[src/rtl/lnk_tpg_pkg.sv]
package lnk_tpg_pkg;

    localparam int unsigned PAY_W  = 24;
    localparam int unsigned SR_W   = 7;
    localparam int unsigned CMD_W  = 2;

    typedef enum logic [0:0] {
        ST_FORWARD = 1'b0,
        ST_PATTERN = 1'b1
    } tpg_state_e;

    localparam logic [CMD_W-1:0] CMD_NORMAL = 2'b00;
    localparam logic [CMD_W-1:0] CMD_TEST   = 2'b11;

endpackage

[src/rtl/lnk_tpg_req.sv]
module lnk_tpg_req #(
    parameter int unsigned W = 24
) (
    input  logic         selftest_en,
    input  logic         legacy_en,
    input  logic [W-1:0] pix_in,
    output logic         req_o
);
    logic zero_word;

    always_comb begin
        zero_word = (pix_in == '0);
        req_o     = selftest_en | (legacy_en & zero_word);
    end

endmodule

[src/rtl/lnk_tpg_prbs.sv]
module lnk_tpg_prbs #(
    parameter int unsigned W     = 24,
    parameter int unsigned SR_W  = 7,
    parameter int unsigned TAP_A = 6,
    parameter int unsigned TAP_B = 5
) (
    input  logic [SR_W-1:0] st_i,
    output logic [W-1:0]    word_o,
    output logic [SR_W-1:0] nxt_o
);
    logic [SR_W-1:0] walk;
    logic            fb;

    always_comb begin
        walk   = st_i;
        word_o = '0;
        fb     = 1'b0;
        for (int k = 0; k < W; k++) begin
            fb        = walk[TAP_A] ^ walk[TAP_B];
            word_o[k] = fb;
            walk      = {walk[SR_W-2:0], fb};
        end
        nxt_o = walk;
    end

    // a nonzero register never steps into the all-zero lock-up state
    always_comb begin
        if (st_i != '0) begin
            p_no_lockup_r3: assert (nxt_o != '0);
        end
    end

endmodule

[src/rtl/lnk_tpg_top.sv]
module lnk_tpg_top
    import lnk_tpg_pkg::*;
#(
    parameter int unsigned     W     = 24,
    parameter int unsigned     SR_W  = 7,
    parameter int unsigned     TAP_A = 6,
    parameter int unsigned     TAP_B = 5,
    parameter logic [SR_W-1:0] SEED  = 7'h7F
) (
    input  logic         clk_px,
    input  logic         rst_n,
    input  logic         selftest_en,
    input  logic         legacy_en,
    input  logic [W-1:0] pix_in,
    output logic [W-1:0] pay_out,
    output logic         test_act,
    output logic [1:0]   cmd_code
);
    tpg_state_e      state_q, state_d;
    logic            req;
    logic [SR_W-1:0] sr_q;
    logic [SR_W-1:0] sr_nxt;
    logic [W-1:0]    pat_word;

    lnk_tpg_req #(.W(W)) u_req (
        .selftest_en (selftest_en),
        .legacy_en   (legacy_en),
        .pix_in      (pix_in),
        .req_o       (req)
    );

    lnk_tpg_prbs #(.W(W), .SR_W(SR_W), .TAP_A(TAP_A), .TAP_B(TAP_B)) u_prbs (
        .st_i   (sr_q),
        .word_o (pat_word),
        .nxt_o  (sr_nxt)
    );

    // Next state: T_ENTER, T_STAY, T_EXIT, T_IDLE
    always_comb begin
        state_d = state_q;
        unique case (state_q)
            ST_FORWARD: state_d = req ? ST_PATTERN : ST_FORWARD; // T_ENTER / T_IDLE
            ST_PATTERN: state_d = req ? ST_PATTERN : ST_FORWARD; // T_STAY / T_EXIT
            default:    state_d = ST_FORWARD;
        endcase
    end

    // State register and sequence register
    always_ff @(posedge clk_px or negedge rst_n) begin
        if (!rst_n) begin
            state_q <= ST_FORWARD;
            sr_q    <= SEED;
        end else begin
            state_q <= state_d;
            sr_q    <= (state_d == ST_PATTERN) ? sr_nxt : SEED;
        end
    end

    // Registered outputs, aligned with the state register
    always_ff @(posedge clk_px or negedge rst_n) begin
        if (!rst_n) begin
            pay_out  <= '0;
            test_act <= 1'b0;
            cmd_code <= CMD_NORMAL;
        end else begin
            unique case (state_d)
                ST_PATTERN: begin
                    pay_out  <= pat_word;
                    test_act <= 1'b1;
                    cmd_code <= CMD_TEST;
                end
                default: begin
                    pay_out  <= pix_in;
                    test_act <= 1'b0;
                    cmd_code <= CMD_NORMAL;
                end
            endcase
        end
    end

    p_enter_r2: assert property (@(posedge clk_px) disable iff (!rst_n)
        selftest_en |=> (test_act && cmd_code == 2'b11));

    p_seed_hold_r4: assert property (@(posedge clk_px) disable iff (!rst_n)
        !test_act |-> (sr_q == SEED));

    p_forward_r5: assert property (@(posedge clk_px) disable iff (!rst_n)
        (!selftest_en && !legacy_en) |=> (!test_act && cmd_code == 2'b00 && pay_out == $past(pix_in)));

    p_legacy_r6: assert property (@(posedge clk_px) disable iff (!rst_n)
        (legacy_en && pix_in == '0) |=> test_act);

    p_cmd_flag_r9: assert property (@(posedge clk_px) disable iff (!rst_n)
        test_act == (cmd_code == 2'b11));

    p_sr_step_r3: assert property (@(posedge clk_px) disable iff (!rst_n)
        (test_act && $past(test_act)) |-> (sr_q != $past(sr_q)));

endmodule

[config.mk]
export PLATFORM = sky130hd
export DESIGN_NAME = lnk_tpg_top
export DESIGN_NICKNAME = d
export VERILOG_FILES = /design/src/rtl/lnk_tpg_pkg.sv /design/src/rtl/lnk_tpg_req.sv /design/src/rtl/lnk_tpg_prbs.sv /design/src/rtl/lnk_tpg_top.sv
export SDC_FILE = /design/constraint.sdc
export NUM_CORES = 1
export LEC_CHECK = 0
export ABC_AREA = 1
export BUFFER_PORTS_ARGS = -buffer_cell sky130_fd_sc_hd__buf_2
export CORE_AREA = 2 2 64 66
export CTS_BUF_LIST = sky130_fd_sc_hd__clkbuf_2 sky130_fd_sc_hd__clkbuf_4 sky130_fd_sc_hd__clkbuf_8
export DETAILED_ROUTE_END_ITERATION = 8
export DIE_AREA = 0 0 66 68
export MAX_ROUTING_LAYER = met4
export PLACE_DENSITY_LB_ADDON = 0.2
export SLEW_MARGIN = 20
export SYNTH_ARGS = -nofsm -noshare
export SYNTH_HDL_FRONTEND = slang
export SYNTH_SLANG_ARGS = --single-unit
[constraint.sdc]
create_clock -name clk_px -period 3.41 [get_ports clk_px]
set_input_delay 0.341 -clock clk_px [delete_from_list [all_inputs] [get_ports clk_px]]
set_output_delay 0.341 -clock clk_px [all_outputs]
set_load 0.05 [all_outputs]
# Word-level counts from Yosys, hierarchy flattened
# Index checks and enable logic that the tools add are counted.
# classes
n_bitwise	26
muxes	5
n_reduce_logical	1
# op_table
operator	n
$logic_not 24->1	1
$mux 24	1
$xor 1x1->1	24
$mux 7	1
$mux 1	2
$mux 2	1
$and 1x1->1	1
$or 1x1->1	1
# word_totals
word_cells	36
out_inout_bits	27
ff_bits	34
in_bits	28

# Logic depth before layout (Yosys ltp)
# Gate-level depths: netlist of the first run.
# depth
word_depth	5
depth_mapped	10
depth_no_buf	10

# Cells and area by module
# Synthesis of the first run repeated with hierarchy kept, for this count alone.
# hier_totals
hier_cells	259
area_unflattened_um2	1765.4
# by_module_without_submodules
mod	area_per_inst_um2	cells_each	n_inst	seq_area_each_um2
lnk_tpg_top	1176.1	126	1	809.5
lnk_tpg_prbs	493.0	109	1	0.0
lnk_tpg_req	96.3	24	1	0.0

# Worst setup path before layout of the first run
# OpenSTA, ideal clock, no wires.
# synth_path
path_type	register to output
from	register cmd_code[0]
to	output port cmd_code[0]
n_path_buf	1
required_ns	3.069
slack_ns	2.164
t_arrival_ns	0.905
stages_incl_launch_ff	2
path_cell_list	dfrtp_1 buf_4
# synth_rtl
item	line_no	source
from (decl)	lnk_tpg_top.sv:17	output logic [1:0] cmd_code
from (signal assigned)	lnk_tpg_top.sv:64	cmd_code <= CMD_NORMAL;
from (signal assigned)	lnk_tpg_top.sv:70	cmd_code <= CMD_TEST;
from (signal assigned)	lnk_tpg_top.sv:75	cmd_code <= CMD_NORMAL;
# No word-level cell between the ends.

# Worst setup path in the final report of the first run
# layout_path
from	input port pix_in[20]
to	register pay_out[8]
# layout_via
elab_chain_cells	5
# layout_lines
item	line_no	source
from (decl)	lnk_tpg_top.sv:14	input logic [W-1:0] pix_in,
$logic_not 24->1	lnk_tpg_req.sv:12	zero_word = (pix_in == '0);
$and 1x1->1	lnk_tpg_req.sv:13	req_o = selftest_en | (legacy_en & zero_word);
$or 1x1->1	lnk_tpg_req.sv:13	
$mux 1	lnk_tpg_top.sv:42, lnk_tpg_top.sv:43	
$mux 24	lnk_tpg_top.sv:66	unique case (state_d)
to (signal assigned)	lnk_tpg_top.sv:68	pay_out <= pat_word;
to (signal assigned)	lnk_tpg_top.sv:73	pay_out <= pix_in;
to (decl)	lnk_tpg_top.sv:15	output logic [W-1:0] pay_out,
# Every way passes these cells.

==> results of run 1 <==
-- power by group through the flow --
| stage | clock, mW | combinational [mW] | sequential [mW] |
|---|---|---|---|
| CTS | 0.321 | 1.43 | 0.638 |
| global placement | 0 | 1.42 | 0.644 |
| finish | 0.317 | 1.43 | 0.636 |
| floorplan | 0 | 0.696 | 1.06 |
| detailed placement | 0 | 1.43 | 0.641 |
| global route | 0.340 | 1.59 | 0.658 |
-- cell type report --
cell class                      count  share of cell area
Sequential cell                    32               0.374
Multi-Input combinational cell    192               0.374
Timing Repair Buffer               54               0.125
Inverter                           31              0.0537
Clock buffer                        8              0.0451
Tap cell                           50              0.0289
-- placed cells by master, fill, tap and decap left out --
| master | count |
|---|---|
| buf_2 | 54 |
| nand2_1 | 138 |
| xnor2_1 | 1 |
| dfstp_2 | 7 |
| nor2_2 | 2 |
| dfrtp_1 | 25 |
| nor2_1 | 8 |
| nand2_4 | 2 |
| inv_1 | 23 |
| nand2_2 | 7 |
| clkbuf_4 | 2 |
| clkbuf_8 | 6 |
| xor2_1 | 1 |
| inv_2 | 8 |
| nand3_1 | 33 |
-- flip-flops by register name, indices dropped and copies added, names as in the netlist --
name	flops
sr_q	7
pay_out	24
cmd_code	1
-- cell families after synthesis --
logic type | count (synthesis)
and+or+nand+nor | 190
DFF | 32
xor gates and xnor gates | 2
buffers and inverters | 40
-- stage by stage --
stage | hold slack (ns) | setup WS [ns] | utilization | cell area (um2) | instances
global route | 0.162 | 1.64 | 0.562 | 2170 | 367
CTS | 0.133 | 1.86 | 0.562 | 2170 | 367
detailed placement | 0.440 | 1.58 | 0.536 | 2070 | 359
floorplan | 0.0454 | 2.16 | - | 1800 | 264
finish | 0.106 | 1.86 | 0.562 | 2170 | 367
global placement | 0.433 | 1.60 | 0.536 | 2070 | 359
-- worst paths after layout --
| kind | startpoint | endpoint | slack [ns] | cells after the start |
|---|---|---|---|---|
| min in group clk_px | pix_in[17] | pay_out[17] | 0.30 | 3 |
| worst max register to register | sr_q[3] | pay_out[22] | 2.00 | 9 |
| worst min register to register | sr_q[6] | pay_out[7] | 0.65 | 3 |
| worst max-delay path | pix_in[20] | pay_out[8] | 1.86 | 10 |
| max in group asynchronous | rst_n | pay_out[10] | 2.85 | 1 |
| worst min-delay path | rst_n | cmd_code[0] | 0.11 | 1 |
-- metal layers --
metal | vias to the layer above | global-route usage | wire (um)
li1 | 895 | - | -
met1 | 755 | 0.261 | 1870
met2 | 50 | 0.324 | 1920
met3 | 7 | 0.0576 | 226
met4 | 0 | 0.0816 | 80
met5 | - | - | 0
==> results.ini, run 1 <==
[grt]
grt_pass1_wl_um=6730
grt_max_degree=33
track_usage=0.209
globalRouteOverflowTotal=0
antenna_found_initial=0
grt_pass1_vias=1501

[sta]
finalCriticalPeriod_ns=1.55
relSlewSlack=0.531
slew_viol_final=0
setup_viol=0
finalSetupTns_ns=0
fin_worst_skew_ns=0.00642
fmaxAchievable_mhz=644
tightest_slew_ns=0.704
rsz0062_at_grt=no
period_share=0.455
hold_viol_final=0

[yosys]
synth_top_family_by_area=simple AND/OR/NAND/NOR gates
synth_cell_types=16
async_flop_share=1.00
synth_compound_area_frac=0
ys_ff_latch=32
yosys.area.top_type_share=0.347
yosysWarnings=0
ys_seq_area_frac=0.449
synthAdderAreaFrac=0
syn_nets=292
synth-simple-area-share=0.440
yosysMostFrequentCell=nand2_1
synth-xor-area-share=0.00972
synth.area.mux_share=0
synth_area_um2=1800
synth.avg_cell_area_um2=6.82
synth_edf_count=0
synth_flop_cell=dfrtp_1
synth_cells=264
yosys-top-cells-area=dfrtp_1 35%, nand2_1 29%, dfstp_2 10%
yosysTopAreaCell=dfrtp_1
netlist_top_cells_count=138 x nand2_1, 33 x nand3_1, 25 x dfrtp_1, 23 x inv_1

[place]
numPortBuffers=54
place_hpwl_um=3020
gp_congestion=0.862

[route]
drt-initial-drc-count=123
wl_per_cell_um=11.2
drt-pass1-iter-count=4
ant_nets=0
drt-vias-per-instance=4.65
post-route-drc-count=0
vias=1707
routed_wl_um=4100

[setup_path]
max_stage_delay_ns=0.39
cp_num_buf_inv=2
cp-end-kind=flip-flop
critPathTopFamily=simple AND/OR/NAND/NOR gates
cp.arrival_ns=1.77
path_cells=buf_2 > inv_1 > nand2_1 > nor2_1 > nand2_1 > nor2_2 > nand2_2 > nand2_4 > nand2_1 > nand2_1
crit_type=in2reg
crit_path_frequent_cell=nand2_1
critPathLaunchType=primary input
cp_max_fo=32
slowest_stage=nand2_4
critical_path_required_ns=3.63

[power]
power_frac_seq=0.268
p_int_mw=1.10
p_comb_frac=0.599
netSwitchingPower_mw=1.27
leakagePower_nw=1.33
switching_share=0.536
powerDensity_nw_per_um2=1100
clkPwrFrac=0.133
p_total_mw=2.38
peakVddDrop_v=0.000483

[cts]
cts_buffers=5
postCtsResizedCells=0
clk_latency_ns=0.29
clockBufferDepth=2
postCtsSetupBuffers=0
postCtsHoldBufs=0
htreeDepth=2
cts_sinks=32
root_buffer=clkbuf_8
clk_pin_slew_ns=0.06
tritoncts=built

[floorplan]
core_um2=3860
die_area_um2=4490
pin_count=55
core.rowCount=23
die_w_um=66
initial_utilization=0.467
die_y_um=68

[layout]
area_growth_pct=20.2
regArea_um2=810
finalNetCount=344
multi_input_area_um2=810
layout-drive-gt1-share=0.278
fillers=384
diodes=0

[hold_path]
hold_class=in2async

[flow_run]
maxCapViolCount=0

[outcome]
status=finished, final reports clean

No activity file was read; power rests on OpenSTA's default activity.
==> inputs of run 2 (changes only) <==
Settings changed: CORE_AREA 2 2 64 66 to 2 2 65 67, DIE_AREA 0 0 66 68 to 0 0 67 69.
Clock period 3.41 ns to 1.4 ns, I/O delays scaled along.
==> results.ini, run 2 (synthesis results as in run 1) <==
[place]
dpl_worst_slack_ns=0.0277
place_hpwl_um=3330
numPortBuffers=54
gp_congestion=0.918
place_area_um2=2140

[route]
post-route-drc-count=0
drt-vias-per-instance=4.71
routed_wl_um=4530
drt-initial-drc-count=84
vias=1794
drt-pass1-iter-count=4
wl_per_cell_um=11.9
ant_nets=0

[cts]
root_buffer=clkbuf_8
clk_latency_ns=0.29
clockBufferDepth=2
cts_sinks=32
tritoncts=built
cts_buffers=5
clk_pin_slew_ns=0.07
htreeDepth=2

[setup_path]
crit_path_start=sr_q[1]
cp-end-kind=flip-flop
cp_max_fo=7
critical_path_required_ns=1.63
cp.arrival_ns=1.65
crit_type=reg2reg
critPathLaunchType=flip-flop
reg2reg_from=sr_q[1]

[grt]
antenna_found_initial=0
track_usage=0.214
grt_pass1_wl_um=7380
globalRouteOverflowTotal=0
grt_max_degree=25
grt_pass1_vias=1662

[sta]
period_share=1.01
relSlewSlack=0.743
slew_viol_final=0
fin_worst_skew_ns=0.00472
setup_viol=2
finalCriticalPeriod_ns=1.42
rsz0062_at_grt=yes
hold_viol_final=0
fmaxAchievable_mhz=705
tightest_slew_ns=0.385
fin_ws_ns=-0.0177
finalSetupTns_ns=-0.0312

[floorplan]
die_w_um=67
core_um2=3910
die_y_um=69
initial_utilization=0.460
pin_count=55
core.rowCount=23
die_area_um2=4620

[layout]
largest_reg_flops=24
stdcell_area_um2=2480
largest_register=pay_out
finalNetCount=358
layout_commonest_cell=nand2_1
biggestRegsByFlops=pay_out (24), sr_q (7), cmd_code (1)
area_growth_pct=37.9
layout-drive-gt1-share=0.444
diodes=0
final_cell_mix=96 x nand2_1, 54 x buf_2, 40 x nand2_2

[power]
leakagePower_nw=1.44
peakVddDrop_v=0.00124
powerDensity_nw_per_um2=2780

[outcome]
status=finished, violations left
failed_checks=setup timing

[flow_run]
maxCapViolCount=0

[hold_path]
hold_class=in2reg
hp-start=pix_in[15]

==> run 2: cell types whose count changed in the layout (fill, tap and decap cells not counted), sizes merged <==
| cell | change |
|---|---|
| clkinvlp | +1 |
| clkbuf | -3 |
| buf | +13 |
| bufinv | +1 |
| dlygate4sd3 | +1 |
| clkinv | +1 |
==> run 2: repair_timing <==
item | in CTS | in global routing
gates resized for setup | 0 | 59
buffers inserted | 0 | 7
hold buffers | 1 | 0
endpoints found under the hold margin | 7 | 0
setup endpoints to repair | 0 | 12
==> run 2: cell type report <==
class / instances / area (um2)
clock buffer: 5 / 68.8
clock inverter: 3 / 42.5
fill: 362 / 1430
inverter: 31 / 126
multi-input combinational: 192 / 972
sequential: 32 / 810
tap: 50 / 62.6
timing repair buffer: 68 / 403
==> run 2: final timing paths <==
check | cells past startpoint | slack [ns] | to
max in group asynchronous | 3 | 0.68 | pay_out[11]
worst min register to register | 3 | 0.67 | pay_out[7]
worst max register to register | 10 | -0.02 | pay_out[17]
worst min-delay path | 3 | 0.09 | pay_out[15]
worst max-delay path | 10 | -0.02 | pay_out[17]
min in group asynchronous | 2 | 0.30 | pay_out[22]
==> run 2: where the power goes <==
part           switching [mW]  total (mW)  leakage (nW)  internal (mW)
Combinational            3.04        4.40          1.01           1.37
Sequential              0.236        1.61         0.376           1.37
Clock                   0.363       0.889        0.0541          0.526
==> run 2: per-stage QoR <==
step	power [mW]	hold WS, ns	util	cells
floorplan	4.28	-0.156	-	264
global placement	5.07	0.0825	0.546	365
detailed placement	5.10	0.0803	0.546	365
CTS	6.02	0.0826	0.577	374
global route	7.41	0.104	0.635	381
finish	6.90	0.0887	0.635	381
==> run 2: worst max-delay path, cell delays in order (launching register included) <==
cell     delay [ns]
dfstp_2        0.60
inv_2          0.08
nand2_2        0.08
nand2_4        0.09
inv_6          0.10
nand2_1        0.07
nand2_2        0.09
nand2_2        0.07
nand2_1        0.06
nand2_1        0.06
nand2_1        0.05
==> run 2: routing by layer <==
layer | global-route usage | vias to the layer above | part of all wire
met4 | 0.0680 | 0 | 0.015
met1 | 0.272 | 811 | 0.43
met5 | - | - | 0
li1 | - | 925 | -
met2 | 0.337 | 52 | 0.51
met3 | 0.0457 | 6 | 0.045
